File: src/rtl/tcx_pkg.sv
package tcx_pkg;

    localparam int WORD_W = 8;
    localparam int BUS_W  = WORD_W + 1;

    typedef logic [WORD_W-1:0] word_t;

    // One ranked arc of the transition table.
    typedef struct packed {
        logic  valid;
        word_t prev;
        word_t cur;
        word_t code;
    } arc_t;

    // Result of the table search for the current arc.
    typedef struct packed {
        logic  hit;
        word_t code;
    } lookup_t;

    // Physical wires: flag wire above the data lanes.
    typedef struct packed {
        logic  flag;
        word_t lanes;
    } bus_t;

    localparam arc_t  ARC_EMPTY = '{valid: 1'b0, prev: '0, cur: '0, code: '0};
    localparam bus_t  BUS_IDLE  = '{flag: 1'b0, lanes: '0};

    // Next wire state for one accepted word.
    function automatic bus_t next_bus(bus_t now, lookup_t lk, word_t data);
        bus_t nxt;
        if (lk.hit) begin
            nxt.flag  = now.flag;
            nxt.lanes = now.lanes ^ lk.code;
        end else begin
            nxt.flag  = ~now.flag;
            nxt.lanes = data;
        end
        return nxt;
    endfunction

    // True when an entry describes the arc prev -> cur.
    function automatic logic arc_matches(arc_t a, word_t prev, word_t cur);
        return a.valid && (a.prev == prev) && (a.cur == cur);
    endfunction

endpackage

File: src/rtl/tcx_arc_table.sv
module tcx_arc_table
    import tcx_pkg::*;
#(
    parameter int ENTRIES = 16,
    parameter int IDX_W   = 4
) (
    input  logic                clk,
    input  logic                rst,
    input  logic                wr_en,
    input  logic [IDX_W-1:0]    wr_idx,
    input  arc_t                wr_arc,
    output arc_t [ENTRIES-1:0]  arcs_o
);

    arc_t [ENTRIES-1:0] arcs_q;

    for (genvar e = 0; e < ENTRIES; e++) begin : g_entry
        logic sel;
        assign sel = wr_en && (wr_idx == IDX_W'(e));

        always_ff @(posedge clk) begin
            if (rst) begin
                arcs_q[e] <= ARC_EMPTY;
            end else if (sel) begin
                arcs_q[e] <= wr_arc;
            end
        end
    end

    assign arcs_o = arcs_q;

endmodule

File: src/rtl/tcx_arc_match.sv
module tcx_arc_match
    import tcx_pkg::*;
#(
    parameter int ENTRIES = 16
) (
    input  arc_t [ENTRIES-1:0]  arcs,
    input  word_t               prev_word,
    input  word_t               cur_word,
    output logic [ENTRIES-1:0]  grant,
    output lookup_t             result
);

    logic [ENTRIES-1:0] hits;

    for (genvar e = 0; e < ENTRIES; e++) begin : g_cmp
        assign hits[e] = arc_matches(arcs[e], prev_word, cur_word);
    end

    // Isolate the lowest set bit: lowest index wins.
    assign grant = hits & (~hits + ENTRIES'(1));

    always_comb begin
        word_t code_acc;
        code_acc = '0;
        for (int e = 0; e < ENTRIES; e++) begin
            code_acc |= arcs[e].code & {WORD_W{grant[e]}};
        end
        result.hit  = |hits;
        result.code = code_acc;
    end

endmodule

File: src/rtl/tcx_bus_drive.sv
module tcx_bus_drive
    import tcx_pkg::*;
(
    input  logic    clk,
    input  logic    rst,
    input  logic    in_valid,
    input  word_t   in_data,
    input  lookup_t lk,
    output word_t   prev_o,
    output bus_t    bus_o
);

    word_t prev_q;
    bus_t  bus_q;

    always_ff @(posedge clk) begin
        if (rst) begin
            prev_q <= '0;
            bus_q  <= BUS_IDLE;
        end else if (in_valid) begin
            prev_q <= in_data;
            bus_q  <= next_bus(bus_q, lk, in_data);
        end
    end

    assign prev_o = prev_q;
    assign bus_o  = bus_q;

endmodule

File: src/rtl/tcx_encoder.sv
module tcx_encoder
    import tcx_pkg::*;
#(
    parameter int ENTRIES = 16,
    localparam int IDX_W  = (ENTRIES > 1) ? $clog2(ENTRIES) : 1
) (
    input  logic                 clk,
    input  logic                 rst,
    input  logic                 in_valid,
    input  logic [WORD_W-1:0]    in_data,
    input  logic                 wr_en,
    input  logic [IDX_W-1:0]     wr_idx,
    input  logic [WORD_W-1:0]    wr_prev,
    input  logic [WORD_W-1:0]    wr_cur,
    input  logic [WORD_W-1:0]    wr_code,
    input  logic                 wr_valid,
    output logic [BUS_W-1:0]     bus_out
);

    arc_t [ENTRIES-1:0] arcs;
    arc_t               wr_arc;
    logic [ENTRIES-1:0] grant;
    lookup_t            lk;
    word_t              prev_word;
    bus_t               bus_q;

    assign wr_arc = '{valid: wr_valid, prev: wr_prev, cur: wr_cur, code: wr_code};

    tcx_arc_table #(.ENTRIES(ENTRIES), .IDX_W(IDX_W)) u_table (
        .clk    (clk),
        .rst    (rst),
        .wr_en  (wr_en),
        .wr_idx (wr_idx),
        .wr_arc (wr_arc),
        .arcs_o (arcs)
    );

    tcx_arc_match #(.ENTRIES(ENTRIES)) u_match (
        .arcs      (arcs),
        .prev_word (prev_word),
        .cur_word  (in_data),
        .grant     (grant),
        .result    (lk)
    );

    tcx_bus_drive u_drive (
        .clk      (clk),
        .rst      (rst),
        .in_valid (in_valid),
        .in_data  (in_data),
        .lk       (lk),
        .prev_o   (prev_word),
        .bus_o    (bus_q)
    );

    assign bus_out = bus_q;

endmodule

File: config.mk
export PLATFORM = sky130hd
export DESIGN_NAME = tcx_encoder
export DESIGN_NICKNAME = d
export VERILOG_FILES = /design/src/rtl/tcx_pkg.sv /design/src/rtl/tcx_arc_table.sv /design/src/rtl/tcx_arc_match.sv /design/src/rtl/tcx_bus_drive.sv /design/src/rtl/tcx_encoder.sv
export SDC_FILE = /design/constraint.sdc
export NUM_CORES = 1
export LEC_CHECK = 0
export ABC_AREA = 1
export BUFFER_PORTS_ARGS = -buffer_cell sky130_fd_sc_hd__buf_2
export CAP_MARGIN = 20
export CORE_UTILIZATION = 30
export DETAILED_ROUTE_END_ITERATION = 16
export GPL_ROUTABILITY_DRIVEN = 1
export GPL_TIMING_DRIVEN = 0
export PLACE_DENSITY_LB_ADDON = 0.2
export SETUP_SLACK_MARGIN = 0.3
export SKIP_CTS_REPAIR_TIMING = 1
export SLEW_MARGIN = 20
export SYNTH_ARGS = -nofsm -noshare
export SYNTH_HDL_FRONTEND = slang
export SYNTH_HIERARCHICAL = 1
export SYNTH_SLANG_ARGS = --single-unit
File: constraint.sdc
create_clock -name clk -period 2.1 [get_ports clk]
set_input_delay 0.21 -clock clk [delete_from_list [all_inputs] [get_ports clk]]
set_output_delay 0.21 -clock clk [all_outputs]
set_load 0.02 [all_outputs]
-- Yosys cells after proc, flatten, opt, wreduce, memory -nomap -nowiden
Index checks and enable logic that the tools add are counted.
- flip-flop bits (word level): 417
- add/sub/neg operators: 1
- multiplexer cells: 1
- bitwise logic cells: 36
- reduce and logical (&&, ||, !) cells: 51
- eq/ne operators: 47
- operators by type and width (cell ; number):
    $eq A8 B8 Y1 ; 32
    $and A8 B8 Y8 ; 16
    $or A8 B8 Y8 ; 15
    $logic_and A1 B1 Y1 ; 48
    $eq A4 B4 Y1 const B ; 8
    $add A16 B1 Y16 const B ; 1
    $and A16 B16 Y16 ; 1
    $eq A4 B3 Y1 const B ; 4
    $not A16 Y16 ; 1
    $reduce_or A16 Y1 ; 1
    $eq A4 B2 Y1 const B ; 2
    $mux W8 ; 1
    $xor A8 B8 Y8 ; 1
    $eq A4 B1 Y1 const B ; 1
    $logic_not A4 Y1 ; 1
    $not A1 Y1 ; 2
    $reduce_and A2 Y1 ; 1

-- Longest topological paths before layout
- word-level depth: 24
- mapped depth: 23
- mapped depth without buffers: 21

-- Cells and area by module
The synthesis kept the hierarchy.
- modules (own cells, without submodules) (module ; cells each ; times used ; seq. area each (µm²) ; area each (µm²)):
    tcx_arc_table ; 2362 ; 1 ; 8007.7 ; 16278.1
    tcx_arc_match ; 1165 ; 1 ; 0.0 ; 5596.6
    tcx_bus_drive ; 143 ; 1 ; 340.3 ; 899.6

-- Least setup slack after synthesis
No wires, ideal clock.
- kind: register -> register
- from: reg u_drive.prev_q[3], in the netlist u_drive/prev_o[3]
- to: reg u_drive/bus_o[0] (netlist name)
- buffers on the path: 5
- clock period less this slack: 2.217 ns
- arrival time: 2.104 ns
- library setup time: 0.113 ns
- slack: -0.117 ns
- stages on the path, launching flop included: 21
- cells stage by stage: dfxtp_1 > buf_4 > inv_4 > buf_6 > buf_6 > o21ai_1 > nor2_1 > nand2_1 > nor2_1 > nand3_2 > nand2_2 > nor2_4 > nand2_2 > nor2_8 > nand2_1 > buf_6 > inv_2 > buf_6 > nand3_1 > nand3_1 > nor2_1
- RTL lines (what ; RTL line ; text):
    start: declaration ; tcx_bus_drive.sv:13 ; word_t prev_q;
    start signal: assignment ; tcx_bus_drive.sv:21 ; prev_q <= in_data;

==> results.md <==
* Flop pwr share at 0.418
* Post-DRT Antenna Nets at 0
* Final setup fails at 9
* Overall global routing resource usage at 0.265
* Ports at 50
* Crit path required time at 2640 ps
* Router iterations before antenna repair at 6
* Mapped Nets at ~3700
* Switching Power at between 5 and 6 mW
* Worst skew pair latency at 620 ps
* Initial antenna violation count at 2
* Peak clock frequency supported by timing at about 0.36 GHz
* Class of the worst hold path: input pin to flop
* Placement row count at 100
* Worst-path maximum fanout at 10
* Slowest-stage cell, CP: sky130_fd_sc_hd__dfxtp_2
* Final #Nets at between 3000 and 4000
* Maximum number of buffers from clock root to sink at 3
* H-Tree Level Count at 2
* RSZ-0062 raised after global routing: yes
* Clk network pwr share at 0.442
* Count of warnings emitted by yosys at 6
* Die outline area at 0.0768 mm2
* Crit path cell chain: buf_12 > inv_8 > buf_12 > nand2_1 > o21ai_0 > nor2_1 > nand2_1 > nor2_4 > nand3_4 > nand2_4 > inv_8 > buf_4 > nand4_1 > nand2_1 > inv_1 > nand2_2 > nor2_4 > nand3_4 > nand2_2 > inv_2 > nand2_2 > nand3_2 > nor2_2
* Setup slack of the critical path after layout at -699 ps
* DR DRC count at 0
* Combinational Power Share at 0.139
* Effective utilization at floorplan at 0.304
* TritonCTS buffer count at 49
* Synthesis-to-layout area growth at 19.8%
* Final clock period utilization by the worst path at 1.33
* WL final at 105000 um
* Wirelength per Cell at 21.7 um
* Proportion of total power due to net switching at 0.294
* Vias in the first global route at 21600
* CORE AREA at 0.0747 mm2
* Clock sinks at 417
* First-pass GRT wire length at 148000 um
* Maximum VDD drop at 0.000518 V
* Overflow after GRT at 0
* Cell internal pwr at 13.9 mW
* Pwr per Cell Area at 725 mW/mm2
* Pin count of the biggest net entering global routing at 13
* Kind of start point of the critical path: flop
* Post-Synthesis Mean Instance Area at around 6.2 um2
* Share of cells above drive strength 1 at 0.141
* IO buf count at between 40 and 50
* Vias after detailed routing at 23900
* Gp weighted congestion at roughly 1
* Post-Layout Cell Count at 4814
* Sum of negative setup slack at -5450 ps
* Leakage power figure at roughly 12 nW
* Die boundary height at 277 um
* Violations in the final reports: negative hold slack, negative setup slack
* Number of max-cap violations at 0
* Root buffer cell: sky130_fd_sc_hd__clkbuf_16
* Critical path endpoint category: flop
* Synth Cell Area at 0.0227 mm2
* Post-Synthesis Cells at 3658
* Antenna Diode Count at 0
* Relative slew slack at 0.183
* Result of the run: finished, violations left
* Max-slew violation count at 0
* Ratio of routed vias to standard cells at 4.96
* Tightest Pin Transition at approximately 1200 ps
* Clock-pin slew reported for the worst setup and hold paths after clock tree synthesis at 60 ps
* Final-report hold violation count at 1
* Kind of critical path: flop to flop
* Critical path's largest stage delay at 350 ps
* Clock tree from TritonCTS: built
* DRT iter0 DRCs at 2384
* Arrival @ worst endpoint at between 3000 and 4000 ps
* Number of placed instances, taps included at between 4000 and 5000
* Post-DP HPWL at 72400 um
* Power Total at 19.7 mW
* Horizontal extent of the die at approximately 280 um
* Minimum clock period after layout at 2800 ps
* Clock skew at 18.5 ps
* Share of the core filled with cells in the final layout at 0.364
* Worst hold slack across all endpoints at -20.4 ps
cell usage in the layout, fill, tap and decap left out, drive strengths merged, types with 2 or more instances in the layout:
cell type / instances
nand2: 1036
nor2: 857
dfxtp: 417
nand3: 324
inv: 311
buf: 252
clkbuf: 172
nand4: 126
a21oi: 110
o21ai: 90
xor2: 53
nor3: 21
xnor2: 19
o22ai: 12
or2: 11
dlygate4sd3: 7
clkinv: 7
o211ai: 6
clkinvlp: 4
a211oi: 2
layer usage:
| layer | vias up | track usage | part of all wire |
|---|---|---|---|
| met5 | - | 0 | 0 |
| met4 | 0 | 0.119 | 0.052 |
| met3 | 225 | 0.0459 | 0.088 |
| met2 | 936 | 0.415 | 0.43 |
| met1 | 11000 | 0.356 | 0.43 |
| li1 | 11700 | - | - |
area by class of cell:
| cell class | instances | area (um2) |
|---|---|---|
| Fill cell | 8234 | 47500 |
| Buffer | 256 | 1580 |
| Sequential cell | 417 | 8370 |
| Clock inverter | 11 | 96.3 |
| Clock buffer | 75 | 1500 |
| Inverter | 312 | 1250 |
| Timing Repair Buffer | 100 | 783 |
| Multi-Input combinational cell | 2674 | 12400 |
| Tap cell | 969 | 1210 |
stage by stage:
step / instance area (um2) / worst slack [ps]
after floorplan: 22700 / -98.1
after global placement: 24200 / -1290
after detailed placement: 24200 / -1310
after CTS: 25800 / -1310
after global routing: 27200 / -824
final: 27200 / -699
sequential cells by signal, summed over array words and instances, names as in the netlist:
name	flops
u_table/arcs_o	400
u_drive/prev_o	8
u_drive/bus_o	9
power by group through the flow:
stage,logic [mW],registers [mW],clock network (mW)
after detailed placement,2.47,8.41,0
after global routing,2.92,8.27,9.16
after global placement,2.47,8.41,0
final,2.75,8.25,8.73
after floorplan,1.48,8.38,0
after CTS,2.48,8.24,8.84
critical path: cells and delay by family, from the launching register on:
family                 cells  cell delay, ps
AO/OA/AOI/OAI              1              90
AND/OR/NAND/NOR           15            1560
flip-flops                 1             350
buffers and inverters      7             720
final timing paths:
kind                            cells past startpoint  slack, ps            endpoint          startpoint
worst max-delay path                               23       -700    u_drive/bus_o[5]   u_drive/prev_o[3]
worst min-delay path                                5        -20    u_drive/bus_o[1]            in_valid
worst max register to register                     23       -700    u_drive/bus_o[5]   u_drive/prev_o[3]
worst min register to register                      2        480  u_table/arcs_o[50]  u_table/arcs_o[50]
(Power assumes the default switching activity.)
